$ cat config.mk
export PLATFORM = sky130hd
export DESIGN_NAME = prio_vec_intc
export DESIGN_NICKNAME = d
export VERILOG_FILES = /design/src/rtl/pvi_pkg.sv /design/src/rtl/pvi_ctrl.sv /design/src/rtl/pvi_ctx_stack.sv /design/src/rtl/prio_vec_intc.sv
export SDC_FILE = /design/constraint.sdc
export NUM_CORES = 1
export LEC_CHECK = 0
export ABC_AREA = 1
export BUFFER_PORTS_ARGS = -buffer_cell sky130_fd_sc_hd__buf_2
export CAP_MARGIN = 0
export CORE_MARGIN = 3
export CORE_UTILIZATION = 59
export DETAILED_ROUTE_END_ITERATION = 8
export PLACE_DENSITY = 0.89
export SETUP_SLACK_MARGIN = 0.3
export SLEW_MARGIN = 20
export SYNTH_ARGS = -nofsm -noshare
export SYNTH_HDL_FRONTEND = slang
export SYNTH_SLANG_ARGS = --single-unit
$ cat constraint.sdc
create_clock -name clk -period 6.15 [get_ports clk]
set_input_delay 1.23 -clock clk [delete_from_list [all_inputs] [get_ports clk]]
set_output_delay 1.23 -clock clk [all_outputs]
set_load 0.05 [all_outputs]
$ cat src/rtl/pvi_pkg.sv
package pvi_pkg;
  typedef struct packed {
    logic flush;
    logic push;
    logic pop;
    logic overflowHit;
  } stackCmd_t;
endpackage

$ cat src/rtl/pvi_ctrl.sv
module pvi_ctrl
  import pvi_pkg::*;
#(
  parameter int NUM_SRC = 6,
  parameter int VEC_W = 16,
  parameter int VEC_STEP = 4,
  parameter logic [NUM_SRC-1:0] LEVEL_SRC = '0
) (
  input  logic               clk,
  input  logic               rstN,
  input  logic               resetReq,
  input  logic [NUM_SRC-1:0] irqIn,
  input  logic               maskWe,
  input  logic [NUM_SRC-1:0] maskIn,
  input  logic               fcWe,
  input  logic [NUM_SRC-1:0] forceBits,
  input  logic [NUM_SRC-1:0] clearBits,
  input  logic               rtiStrobe,
  input  logic               stackFull,
  input  logic               stackEmpty,
  input  logic [NUM_SRC-1:0] topMask,
  output stackCmd_t          cmd,
  output logic               accept,
  output logic [VEC_W-1:0]   vecAddr,
  output logic [NUM_SRC-1:0] curMask
);
  localparam int IDX_W = $clog2(NUM_SRC + 1);

  logic [NUM_SRC-1:0] prevIrq, pendEdge, pendEff, cand, rise;
  logic [NUM_SRC-1:0] forceEff, clearEff, servedBit, aboveMask;
  logic [IDX_W-1:0]   winIdx;
  logic               anyCand, canTake;

  // sampled level for level sources, latched bit for edge sources
  always_comb begin
    rise     = irqIn & ~prevIrq;
    pendEff  = (LEVEL_SRC & prevIrq) | (~LEVEL_SRC & pendEdge);
    cand     = pendEff & curMask;
    anyCand  = |cand;
    forceEff = fcWe ? (forceBits & ~LEVEL_SRC) : '0;
    clearEff = fcWe ? (clearBits & ~LEVEL_SRC) : '0;
  end

  // fixed priority: lowest index wins
  always_comb begin
    winIdx = '0;
    for (int i = NUM_SRC - 1; i >= 0; i--) begin
      if (cand[i]) winIdx = IDX_W'(i);
    end
  end

  always_comb begin
    canTake         = !resetReq && !rtiStrobe && anyCand;
    cmd.flush       = resetReq;
    cmd.pop         = rtiStrobe && !resetReq;
    cmd.push        = canTake && !stackFull;
    cmd.overflowHit = canTake && stackFull;
    servedBit       = cmd.push ? (NUM_SRC'(1) << winIdx) : '0;
    aboveMask       = (NUM_SRC'(1) << winIdx) - NUM_SRC'(1);
  end

  always_ff @(posedge clk) begin
    if (!rstN) begin
      prevIrq  <= '0;
      pendEdge <= '0;
      curMask  <= '0;
      accept   <= 1'b0;
      vecAddr  <= '0;
    end else begin
      prevIrq <= irqIn;
      accept  <= resetReq || cmd.push;
      if (resetReq) begin
        vecAddr  <= '0;
        pendEdge <= '0;
        curMask  <= '0;
      end else begin
        if (cmd.push)
          vecAddr <= VEC_W'((32'(winIdx) + 32'd1) * 32'(VEC_STEP));
        pendEdge <= (((pendEdge & ~servedBit) | rise | forceEff) & ~clearEff) & ~LEVEL_SRC;
        if (cmd.pop && !stackEmpty) curMask <= topMask;
        else if (maskWe)            curMask <= maskIn;
        else if (cmd.push)          curMask <= curMask & aboveMask;
      end
    end
  end
endmodule

$ cat src/rtl/pvi_ctx_stack.sv
module pvi_ctx_stack
  import pvi_pkg::*;
#(
  parameter int NUM_SRC = 6,
  parameter int STAT_W = 16,
  parameter int DEPTH = 7
) (
  input  logic               clk,
  input  logic               rstN,
  input  stackCmd_t          cmd,
  input  logic [STAT_W-1:0]  pushArith,
  input  logic [STAT_W-1:0]  pushMode,
  input  logic [NUM_SRC-1:0] pushMask,
  output logic               full,
  output logic               empty,
  output logic [NUM_SRC-1:0] topMask,
  output logic               restValid,
  output logic [STAT_W-1:0]  restArith,
  output logic [STAT_W-1:0]  restMode,
  output logic [NUM_SRC-1:0] restMask,
  output logic               overflow,
  output logic               underflow
);
  localparam int ENTRY_W = 2 * STAT_W + NUM_SRC;
  localparam int CNT_W   = $clog2(DEPTH + 1);
  localparam int PTR_W   = (DEPTH > 1) ? $clog2(DEPTH) : 1;

  logic [ENTRY_W-1:0] mem [DEPTH];
  logic [CNT_W-1:0]   count;
  logic [PTR_W-1:0]   topIdx, wrIdx;
  logic [ENTRY_W-1:0] topEntry;

  always_comb begin
    full     = (count == CNT_W'(DEPTH));
    empty    = (count == '0);
    topIdx   = empty ? '0 : PTR_W'(count - CNT_W'(1));
    wrIdx    = PTR_W'(count);
    topEntry = mem[topIdx];
    topMask  = topEntry[NUM_SRC-1:0];
  end

  always_ff @(posedge clk) begin
    if (cmd.push && !cmd.flush && !full)
      mem[wrIdx] <= {pushArith, pushMode, pushMask};
  end

  always_ff @(posedge clk) begin
    if (!rstN) begin
      count     <= '0;
      overflow  <= 1'b0;
      underflow <= 1'b0;
      restValid <= 1'b0;
      restArith <= '0;
      restMode  <= '0;
      restMask  <= '0;
    end else begin
      restValid <= 1'b0;
      if (cmd.flush) begin
        count     <= '0;
        overflow  <= 1'b0;
        underflow <= 1'b0;
      end else begin
        if (cmd.push && !full) count <= count + CNT_W'(1);
        if (cmd.overflowHit) overflow <= 1'b1;
        if (cmd.pop) begin
          if (empty) underflow <= 1'b1;
          else begin
            count     <= count - CNT_W'(1);
            restValid <= 1'b1;
            {restArith, restMode, restMask} <= topEntry;
          end
        end
      end
    end
  end
endmodule

$ cat src/rtl/prio_vec_intc.sv
module prio_vec_intc
  import pvi_pkg::*;
#(
  parameter int NUM_SRC = 6,
  parameter int STAT_W = 16,
  parameter int VEC_W = 16,
  parameter int DEPTH = 7,
  parameter logic [NUM_SRC-1:0] LEVEL_SRC = 6'b011000
) (
  input  logic               clk,
  input  logic               rstN,
  input  logic               resetReq,
  input  logic [NUM_SRC-1:0] irqIn,
  input  logic               maskWe,
  input  logic [NUM_SRC-1:0] maskIn,
  input  logic               fcWe,
  input  logic [NUM_SRC-1:0] forceBits,
  input  logic [NUM_SRC-1:0] clearBits,
  input  logic [STAT_W-1:0]  arithStat,
  input  logic [STAT_W-1:0]  modeStat,
  input  logic               rtiStrobe,
  output logic [VEC_W-1:0]   vecAddr,
  output logic               accept,
  output logic [NUM_SRC-1:0] curMask,
  output logic               restValid,
  output logic [STAT_W-1:0]  restArith,
  output logic [STAT_W-1:0]  restMode,
  output logic [NUM_SRC-1:0] restMask,
  output logic               overflow,
  output logic               underflow
);
  localparam int VEC_STEP = 4;

  stackCmd_t          cmd;
  logic               stackFull, stackEmpty;
  logic [NUM_SRC-1:0] topMask;

  pvi_ctrl #(
    .NUM_SRC(NUM_SRC), .VEC_W(VEC_W), .VEC_STEP(VEC_STEP), .LEVEL_SRC(LEVEL_SRC)
  ) uCtrl (
    .clk(clk), .rstN(rstN), .resetReq(resetReq), .irqIn(irqIn),
    .maskWe(maskWe), .maskIn(maskIn), .fcWe(fcWe), .forceBits(forceBits),
    .clearBits(clearBits), .rtiStrobe(rtiStrobe), .stackFull(stackFull),
    .stackEmpty(stackEmpty), .topMask(topMask), .cmd(cmd), .accept(accept),
    .vecAddr(vecAddr), .curMask(curMask)
  );

  pvi_ctx_stack #(
    .NUM_SRC(NUM_SRC), .STAT_W(STAT_W), .DEPTH(DEPTH)
  ) uStack (
    .clk(clk), .rstN(rstN), .cmd(cmd), .pushArith(arithStat),
    .pushMode(modeStat), .pushMask(curMask), .full(stackFull),
    .empty(stackEmpty), .topMask(topMask), .restValid(restValid),
    .restArith(restArith), .restMode(restMode), .restMask(restMask),
    .overflow(overflow), .underflow(underflow)
  );
endmodule

==> summary.txt, run 1 <==
Run status
  • Run status: completed

Global routing
  • GRT Residual Overflow: 0
  • First-pass GRT wire length: about 48000 um
  • Vias in the first global route: just over 9000
  • Initial antenna violation count: 2
  • GRT Util Overall: 0.2468
  • Largest net degree at the start of global routing: 109

Logic synthesis
  • Share of the synthesized area in the top cell type: 0.6031
  • Most area-hungry cell type in the Yosys netlist: edfxtp_1
  • Synthesized instance count: around 1100
  • Count of cell types in the netlist: 39
  • Warnings from Yosys: 0
  • Synthesized area per cell: 11.71 um^2
  • FF+latch count, synth: 331
  • Seq/Total Area, Yosys: 0.7014
  • Cell area after synthesis: 13240 um^2
  • Synth top area cells: edfxtp_1 (60%), dfxtp_1 (9.8%), nand2_1 (5.4%)

Layout
  • Layout cells sized above 1: 0.1571
  • Fin nets: 1296
  • Fill count: 1380
  • Commonest non-fill, non-tap cell in the layout: edfxtp_1
  • Multi-input logic area: 3233 um^2
  • Final Util: 0.6814
  • Highest-count cells in the layout ignoring fill and taps: edfxtp_1 (266), nand2_1 (191), nor2_1 (134), o21ai_0 (119), buf_2 (109)
  • Final std cells w/o fill: ~1500
  • Antenna cells: 0
  • Final Cell Area: between 10000 and 15000 um^2
  • Synth-to-Final Area Change: 12.97%
  • Register area: around 9300 um^2

Clock tree
  • Post-CTS Setup Bufs: 0
  • CTS buffer count: 31
  • Resized cells post-CTS: 0
  • Hold-fix buffers, CTS: 0
  • CTS sink cnt: 331
  • TritonCTS clock tree: yes
  • CTS root buffer: clkbuf_16
  • Clock transition at the registers of the reported paths: roughly 0.070 ns
  • Max Buffers Root-to-Sink: 3
  • H-tree Lvls: 1
  • Clock Latency Late Sink: 0.57 ns

Die
  • Core box area: about 22000 um^2
  • I/O pin total: 126
  • Die Wd: 155.8 um
  • Die area: around 24000 um^2
  • Chip height: between 150 and 200 um
  • Initial Util: 0.6031
  • Num rows: 54

Worst setup path
  • Worst setup path category: flop to flop
  • Startpoint class of the critical path: flop
  • CP max stage delay: approximately 0.84 ns
  • Worst-path maximum fanout: 83
  • Top delay family on crit path: buffers and inverters
  • WP data required: approximately 6.6 ns
  • Buffer and inverter count on the worst path: 2
  • Most used cell, CP: ha_1
  • Critical path capture point type: flop
  • Crit-path cells: inv_1 > ha_1 > ha_1 > nor2_4 > buf_4 > o21ai_0 > o22ai_1 > nand2_1 > a21o_1 > a31oi_1
  • CP max-delay cell: buf_4
  • Critical Path AT: 4.45 ns

Placement
  • Port bufs: 109
  • DP Cell Count: between 1000 and 1500
  • Hpwl dp: between 15000 and 20000 um
  • Post-place setup slack: 2.323 ns
  • Placed cell area: 13860 um^2
  • RD Place Congestion: roughly 0.84

Route
  • Per-cell routed wire length: around 20 um
  • Vias per inst: 6.084
  • DRT Pass-1 Iters: 6
  • Starting DRT DRC Count: 1060
  • Routed vias: between 9000 and 10000
  • Final ANT Viol Nets: 0
  • Total wire length: 30800 um
  • DRC Markers: 0

Power and ir drop
  • P_leak: between 5 and 6 nW
  • Pwr dens: 308.5 nW/um^2
  • Worst vdd ir: 337.7 uV
  • Total chip power: 4.616 mW

Worst hold path
  • Class of the worst hold path: flop to flop

STA
  • Fin worst setup slack: 2.191 ns
  • Hold Vio Cnt, Final: 0
  • Final min period: 3.959 ns
  • Worst hold slack: 0.4503 ns
  • Fmax: 0.2526 GHz
  • Setup TNS Final: 0 ns
  • Clk_skew: 0.008429 ns
  • Final setup vio count: 0
  • RSZ-0062 raised after global routing: no
  • Tcrit/Tclk final: 0.6438
  • Final Max Tran Viols: 0
  • Max_slew headroom: 0.3494
  • Least-Margin Pin Slew: ~0.97 ns

Flow run
  • Max Cap Viol: 0
-- registers in the layout, summed over array words and instances (netlist names) --
name and count:
uCtrl.accept 1, uCtrl.curMask 6, uCtrl.pendEdge 4, uCtrl.prevIrq 6, uCtrl.vecAddr 4, uStack.count 3
uStack.mem 266, uStack.overflow 1, uStack.restArith 16, uStack.restMask 6, uStack.restMode 16, uStack.restValid 1
uStack.underflow 1
-- report_power, final --
part / switching, mW / leakage, nW / internal [mW]
sequential: 0.00888 / 2.91 / 2.42
combinational: 0.104 / 2.34 / 0.0369
clock: 0.822 / 0.546 / 1.22
-- worst reg2reg max path, cell delays in order, from the launching register on --
cell     delay, ns
dfxtp_1       0.44
inv_1         0.19
ha_1          0.34
ha_1          0.28
nor2_4        0.78
buf_4         0.86
o21ai_0       0.30
o22ai_1       0.27
nand2_1       0.08
a21o_1        0.22
a31oi_1       0.13
-- area by class of cell --
cell class	count	share of cell area
Tap cell	280	0.02342
Clock inverter	24	0.02066
Timing Repair Buffer	125	0.04449
Inverter	86	0.02191
Clock buffer	34	0.05260
Multi-Input combinational cell	648	0.2161
Sequential cell	331	0.6208
-- cells in the mapped netlist (all sizes together) --
master and number:
conb 1, nand4 3, clkbuf 22, a21oi 28, a311oi 3, a211oi 1, o31ai 1, dfxtp 65
nor3 6, o21ai 127, a31oi 31, o32ai 29, edfxtp 266, ha 11, o22ai 31, o211ai 10
nand2 195, a21o 2, buf 55, xor2 1, clkinv 1, a21boi 1, nand3 15, o211a 1
o311ai 1, inv 85, nor2 139
-- routing by layer --
| metal | vias up | wire length [um] | global-route usage |
|---|---|---|---|
| met4 | 4 | 1309 | 0.1228 |
| met1 | 4391 | 10890 | 0.2997 |
| li1 | 4149 | - | - |
| met3 | 132 | 3066 | 0.04494 |
| met2 | 621 | 15500 | 0.4262 |
| met5 | - | 23 | 0 |
-- worst paths after layout --
kind	from	end	slack, ns	depth (start not counted)
setup / recovery	uStack.count[0]	uCtrl.curMask[1]	2.19	10
hold / removal	uStack.overflow	uStack.overflow	0.45	2
setup reg to reg	uStack.count[0]	uCtrl.curMask[1]	2.19	10
hold reg to reg	uStack.overflow	uStack.overflow	0.45	2
-- cell families after synthesis --
family / share of synthesized area
AO/OA/AOI/OAI: 0.1192
XOR/XNOR: 0.0006614
adder cells (fa/ha/maj): 0.01039
buffers and inverters: 0.06141
flip-flops: 0.7014
other: 0.0002831
AND/OR/NAND/NOR: 0.1067
Power figures use the tool's default switching activity.
==> run 2, diff against run 1 <==
--- a/config.mk
+++ b/config.mk
@@ -9,9 +9,9 @@
 export BUFFER_PORTS_ARGS = -buffer_cell sky130_fd_sc_hd__buf_2
 export CAP_MARGIN = 0
 export CORE_MARGIN = 3
-export CORE_UTILIZATION = 59
+export CORE_UTILIZATION = 53
 export DETAILED_ROUTE_END_ITERATION = 8
-export PLACE_DENSITY = 0.89
+export PLACE_DENSITY = 0.85
 export SETUP_SLACK_MARGIN = 0.3
 export SLEW_MARGIN = 20
 export SYNTH_ARGS = -nofsm -noshare
==> constraint.sdc (replaced) <==
create_clock -name clk -period 3.5 [get_ports clk]
set_input_delay 0.7 -clock clk [delete_from_list [all_inputs] [get_ports clk]]
set_output_delay 0.7 -clock clk [all_outputs]
set_load 0.05 [all_outputs]
==> run 2 against run 1 <==
Net effect: hold slack lost 0.13 ns; non-clock buffer count grew 9; register-to-register slack lost 1.6 ns; clock power grew 67%; cell count grew 3.5%; critical path depth grew 2; sequential cell count is the same; die area grew 11%; critical path type unchanged; largest cell class unchanged.
==> summary.txt, run 2 (synthesized netlist as in run 1, its figures left out) <==
Clock tree
  • CTS root buffer: clkbuf_16 (unchanged)
  • Clock transition at the registers of the reported paths: 0.06 ns (was 0.07 ns)
  • CTS buffer count: 31 (unchanged)
  • Max Buffers Root-to-Sink: 3 (unchanged)
  • Clock Latency Late Sink: 0.57 ns (about the same)
  • CTS sink cnt: 331 (unchanged)
  • TritonCTS clock tree: yes (unchanged)
  • H-tree Lvls: 1 (unchanged)

Layout
  • Synth-to-Final Area Change: 14.17% (was 12.97%)
  • Fin nets: 1305 (was 1296)
  • Fill count: 1709 (was 1380)
  • Final std cells w/o fill: 1582 (was 1528)
  • Top Registers: uStack.mem x266, uStack.restArith x16, uStack.restMode x16 (unchanged)
  • Register area: 9289 um^2 (unchanged)
  • Largest register FFs: 266 (unchanged)
  • Commonest non-fill, non-tap cell in the layout: edfxtp_1 (unchanged)
  • Final Util: 0.6181 (was 0.6814)
  • Register with the most flip-flops: uStack.mem (unchanged)
  • Highest-count cells in the layout ignoring fill and taps: edfxtp_1 (266), nand2_1 (191), nor2_1 (134), o21ai_0 (119), buf_2 (109) (unchanged)
  • Final Cell Area: 15120 um^2 (was 14960 um^2)
  • Multi-input logic area: 3258 um^2 (was 3233 um^2)
  • Layout cells sized above 1: 0.1639 (was 0.1571)

Global routing
  • GRT Util Overall: 0.2195 (was 0.2468)
  • Vias in the first global route: 9053 (was 9241)
  • First-pass GRT wire length: 46550 um (was 47610 um)
  • Initial antenna violation count: 4 (was 2)
  • GRT Residual Overflow: 0 (unchanged)
  • Largest net degree at the start of global routing: 121 (was 109)

Run status
  • Run status: completed (unchanged)

Die
  • Chip height: 164.1 um (was 155.8 um)
  • Core box area: 24460 um^2 (was 21960 um^2)
  • Die Wd: 164.1 um (was 155.8 um)
  • Initial Util: 0.5414 (was 0.6031)
  • Die area: 26920 um^2 (was 24280 um^2)
  • I/O pin total: 126 (unchanged)
  • Num rows: 57 (was 54)

Worst setup path
  • Worst-path maximum fanout: 120 (was 83)
  • Worst setup path category: flop to flop (unchanged)
  • WP data required: 3.94 ns (was 6.64 ns)
  • CP max stage delay: 0.44 ns (was 0.84 ns)
  • Critical Path AT: 3.39 ns (was 4.45 ns)
  • CP max-delay cell: dfxtp_1 (was buf_4)
  • Critical path capture point type: flop (unchanged)
  • Startpoint class of the critical path: flop (unchanged)
  • Crit-path cells: inv_1 > ha_1 > ha_1 > nor2_4 > buf_12 > nand2_1 > o21ai_0 > o211ai_1 > o211ai_1 > nand2_1 > a21oi_1 > nor2_1 (was inv_1 > ha_1 > ha_1 > nor2_4 > buf_4 > o21ai_0 > o22ai_1 > nand2_1 > a21o_1 > a31oi_1)
  • Reg2reg setup slack: 0.55 ns (was 2.19 ns)

STA
  • Least-Margin Pin Slew: 0.8187 ns (was 0.9736 ns)
  • Final Max Tran Viols: 0 (unchanged)
  • RSZ-0062 raised after global routing: no (unchanged)
  • Final setup vio count: 0 (unchanged)
  • Tcrit/Tclk final: 0.8431 (was 0.6438)
  • Final min period: 2.951 ns (was 3.959 ns)
  • Fmax: 0.3389 GHz (was 0.2526 GHz)
  • Hold Vio Cnt, Final: 0 (unchanged)
  • Clk_skew: 0.01983 ns (was 0.008429 ns)
  • Max_slew headroom: 0.4522 (was 0.3494)

Route
  • Total wire length: 30200 um (was 30800 um)
  • Starting DRT DRC Count: 1055 (was 1060)
  • Vias per inst: 5.783 (was 6.084)
  • Final ANT Viol Nets: 0 (unchanged)
  • Per-cell routed wire length: 19.09 um (was 20.15 um)
  • Routed vias: 9149 (was 9297)
  • DRT Pass-1 Iters: 5 (was 6)
  • DRC Markers: 0 (unchanged)

Placement
  • Hpwl dp: 16650 um (was 15700 um)
  • RD Place Congestion: 0.8923 (was 0.8443)
  • Port bufs: 109 (unchanged)
  • Placed cell area: 14060 um^2 (was 13860 um^2)
  • DP Cell Count: 1523 (was 1470)

Power and ir drop
  • Pwr dens: 524.1 nW/um^2 (was 308.5 nW/um^2)
  • Total chip power: 7.925 mW (was 4.616 mW)
  • Worst vdd ir: 383.8 uV (was 337.7 uV)
  • P_leak: 5.884 nW (was 5.803 nW)

Worst hold path
  • Class of the worst hold path: primary input to flop (was flop to flop)

Flow run
  • Max Cap Viol: 0 (unchanged)
run 2: cell types whose count changed in the layout (fill, tap and decap cells not counted), moves of 4 or more:
| cell | change |
|---|---|
| buf_4 | +5 |
| bufinv_16 | -5 |
| buf_12 | +4 |
| nor3_2 | -4 |
| nor3_4 | +4 |
run 2: worst paths after layout:
check	startpoint	end	cells past startpoint
hold / removal	irqIn[4]	uCtrl.prevIrq[4]	3
setup / recovery	uStack.count[0]	uCtrl.curMask[4]	12
setup reg to reg	uStack.count[0]	uCtrl.curMask[4]	12
hold reg to reg	uStack.underflow	uStack.underflow	2
run 2: layer usage:
layer	global-route usage	vias up	wire length (um)
met2	0.3790	486	15240
met4	0.1080	6	1174
li1	-	4180	-
met5	0	-	34
met1	0.2653	4376	11280
met3	0.04061	101	2475
run 2: what timing repair did:
action                                  CTS  global route
endpoints found under the hold margin     0             0
setup buffers                             0             0
gates resized for setup                   0             1
hold buffers                              0             0
endpoints found under the setup margin    0             2
run 2: through the flow:
step | hold slack [ns] | setup slack (ns) | setup TNS (ns)
3_5_place_dp | 0.4369 | 0.5547 | 0
2_1_floorplan | 0.5251 | -0.1647 | -20.03
5_1_grt | 0.3187 | 0.3436 | 0
4_1_cts | 0.3052 | 0.5237 | 0
6_report | 0.3218 | 0.5491 | 0
3_3_place_gp | 0.4372 | 0.6881 | 0
run 2: final cells by class:
class	instances	share of cell area
antenna	1	0.0001655
clock buffer	41	0.05858
clock inverter	17	0.01117
inverter	86	0.02168
multi-input combinational	648	0.2155
sequential	331	0.6143
tap	324	0.02681
timing repair buffer	134	0.05180
run 2: report_power, final:
group / switching [mW] / leakage [nW] / internal, mW / total, mW
combinational: 0.183 / 2.45 / 0.0681 / 0.251
sequential: 0.0156 / 2.91 / 4.26 / 4.27
clock: 1.45 / 0.522 / 1.95 / 3.40
total: 1.65 / 5.88 / 6.27 / 7.92
run 2: critical path: cells and delay by family, from the launching register on:
family | cells | cell delay [ns]
compound gates | 4 | 0.55
simple gates | 4 | 0.47
flops | 1 | 0.44
buf+inv | 2 | 0.64
fa+ha+maj | 2 | 0.62
==> run 3, diff against run 2 <==
==> constraint.sdc (replaced) <==
create_clock -name clk -period 2.7 [get_ports clk]
set_input_delay 0.54 -clock clk [delete_from_list [all_inputs] [get_ports clk]]
set_output_delay 0.54 -clock clk [all_outputs]
set_load 0.05 [all_outputs]
==> run 3 against run 2 <==
Net effect: clock-buffer cell count increased by 3; die area unchanged; register-to-register slack got worse by 0.18 ns; largest cell class unchanged; clock power increased by 27%; combinational power increased by 37%; cell count increased by 0.82%; largest power group unchanged; fmax increased by 26%; sequential cell count unchanged; sequential power increased by 30%; global-route usage increased by 0.51 points; sequential share of layout area decreased by 1.1 points; hold slack got worse by 0.16 ns.
==> summary.txt, run 3 (synthesized netlist as in run 1, its figures left out) <==
STA
  • RSZ-0062 raised after global routing: yes (was no)
  • Fmax: 0.4282 GHz (was 0.3389 GHz)
  • Final Max Tran Viols: 0 (unchanged)
  • Final min period: 2.335 ns (was 2.951 ns)
  • Hold Vio Cnt, Final: 0 (unchanged)
  • Max_slew headroom: 0.6461 (was 0.4522)
  • Clk_skew: 0.01833 ns (was 0.01983 ns)
  • Final setup vio count: 0 (unchanged)
  • Fin worst setup slack: 0.3646 ns (was 0.5491 ns)
  • Least-Margin Pin Slew: 0.5308 ns (was 0.8187 ns)
  • Tcrit/Tclk final: 0.8649 (was 0.8431)

Layout
  • Largest register FFs: 266 (unchanged)
  • Fill count: 1652 (was 1709)
  • Final std cells w/o fill: 1595 (was 1582)
  • Commonest non-fill, non-tap cell in the layout: edfxtp_1 (unchanged)
  • Top Registers: uStack.mem x266, uStack.restArith x16, uStack.restMode x16 (unchanged)
  • Fin nets: 1317 (was 1305)
  • Multi-input logic area: 3347 um^2 (was 3258 um^2)
  • Register area: 9313 um^2 (was 9289 um^2)
  • Layout cells sized above 1: 0.1883 (was 0.1639)
  • Synth-to-Final Area Change: 16.57% (was 14.17%)
  • Register with the most flip-flops: uStack.mem (unchanged)
  • Highest-count cells in the layout ignoring fill and taps: edfxtp_1 (266), nand2_1 (183), nor2_1 (133), o21ai_0 (117), buf_2 (109) (was edfxtp_1 (266), nand2_1 (191), nor2_1 (134), o21ai_0 (119), buf_2 (109))

Placement
  • RD Place Congestion: 0.8794 (was 0.8923)
  • Port bufs: 109 (unchanged)
  • Post-place setup slack: 0.06635 ns (was 0.5547 ns)
  • DP Cell Count: 1530 (was 1523)
  • Hpwl dp: 16700 um (was 16650 um)

Global routing
  • GRT Util Overall: 0.2247 (was 0.2195)
  • GRT Residual Overflow: 0 (unchanged)
  • Vias in the first global route: 8864 (was 9053)
  • Initial antenna violation count: 4 (unchanged)
  • First-pass GRT wire length: 47300 um (was 46550 um)
  • Largest net degree at the start of global routing: 55 (was 121)

Route
  • Starting DRT DRC Count: 1105 (was 1055)
  • DRT Pass-1 Iters: 5 (unchanged)
  • DRC Markers: 0 (unchanged)
  • Total wire length: 31440 um (was 30200 um)
  • Vias per inst: 5.811 (was 5.783)
  • Final ANT Viol Nets: 0 (unchanged)
  • Routed vias: 9268 (was 9149)
  • Per-cell routed wire length: 19.71 um (was 19.09 um)

Power and ir drop
  • Pwr dens: 661.5 nW/um^2 (was 524.1 nW/um^2)
  • Worst vdd ir: 481.8 uV (was 383.8 uV)
  • P_leak: 5.966 nW (was 5.884 nW)

Worst setup path
  • Worst reg-to-reg path cell count: 15 (was 12)
  • Worst-path maximum fanout: 11 (was 120)
  • Startpoint class of the critical path: flop (unchanged)
  • Worst setup path category: flop to flop (unchanged)
  • Critical Path AT: 2.80 ns (was 3.39 ns)
  • WP data required: 3.17 ns (was 3.94 ns)
  • Critical path capture point type: flop (unchanged)

Clock tree
  • CTS sink cnt: 331 (unchanged)
  • Clock transition at the registers of the reported paths: 0.07 ns (was 0.06 ns)
  • TritonCTS clock tree: yes (unchanged)
  • H-tree Lvls: 1 (unchanged)
  • Max Buffers Root-to-Sink: 3 (unchanged)
  • CTS root buffer: clkbuf_16 (unchanged)
  • CTS buffer count: 31 (unchanged)
  • Clock Latency Late Sink: 0.57 ns (about the same)

Die
  • Chip height: 164.1 um (unchanged)
  • I/O pin total: 126 (unchanged)
  • Core box area: 24460 um^2 (unchanged)
  • Die Wd: 164.1 um (unchanged)
  • Initial Util: 0.5414 (unchanged)
  • Num rows: 57 (unchanged)
  • Die area: 26920 um^2 (unchanged)

Run status
  • Run status: completed (unchanged)

Worst hold path
  • Class of the worst hold path: primary input to flop (unchanged)
  • Worst hold stages: 2 (was 3)

Flow run
  • Max Cap Viol: 0 (unchanged)
## run 3: layer usage
| metal | part of all wire | track usage | wire length, um |
|---|---|---|---|
| met1 | 0.37 | 0.2792 | 11630 |
| met3 | 0.084 | 0.04111 | 2633 |
| met5 | 0.0011 | 0 | 35 |
| met2 | 0.51 | 0.3835 | 15990 |
| met4 | 0.037 | 0.1030 | 1153 |
## run 3: stage by stage
step                      total power [mW]  instance area (um^2)  setup TNS, ns    util  hold WS [ns]
after global placement               5.956                 14250              0  0.5824        0.4532
after CTS                            10.23                 15380              0  0.6286        0.1381
after floorplan                      5.855                 13420        -0.8316       -        0.5366
after global routing                 10.49                 15440              0  0.6310        0.1504
after detailed placement             5.971                 14250              0  0.5824        0.4570
final                                10.21                 15440              0  0.6311        0.1571
## run 3: worst paths after layout
path / slack [ns] / to / startpoint
worst max register to register: 0.36 / uCtrl.curMask[1] / uCtrl.curMask[4]
worst min-delay path: 0.16 / uCtrl.pendEdge[1] / clearBits[1]
worst max-delay path: 0.36 / uCtrl.curMask[1] / uCtrl.curMask[4]
worst min register to register: 0.46 / uStack.restMask[5] / uStack.restMask[5]
## run 3: critical path, cell delays in order, from the launching register on
cell and delay (ns):
dfxtp_4 0.39, nand2_2 0.09, nand3_1 0.06, nand2_1 0.06
nand2_1 0.06, nand2_1 0.07, nand2_1 0.11, inv_2 0.11
ha_2 0.22, inv_1 0.09, nor2_4 0.14, inv_1 0.07
ha_1 0.30, o21ai_1 0.17, o211ai_1 0.11, a31oi_1 0.19
## run 3: timing repair
item	4_1_cts	5_1_grt
endpoints found under the setup margin	30	32
gates cloned	1	1
setup buffers	2	1
pin swaps	2	3
hold buffers	0	0
gates resized for setup	13	14
## run 3: final cells by class
| class | instances | share of cell area |
|---|---|---|
| sequential | 331 | 0.6032 |
| multi-input combinational | 649 | 0.2168 |
| timing repair buffer | 145 | 0.06597 |
| clock buffer | 44 | 0.05470 |
| tap | 324 | 0.02626 |
| inverter | 86 | 0.02164 |
| clock inverter | 14 | 0.01110 |
| antenna | 2 | 0.0003242 |
## run 3: where the power goes
part           leakage (nW)  internal (mW)  switching [mW]
logic                  2.55         0.0970           0.246
clock network         0.497           2.48            1.85
registers              2.92           5.52          0.0222
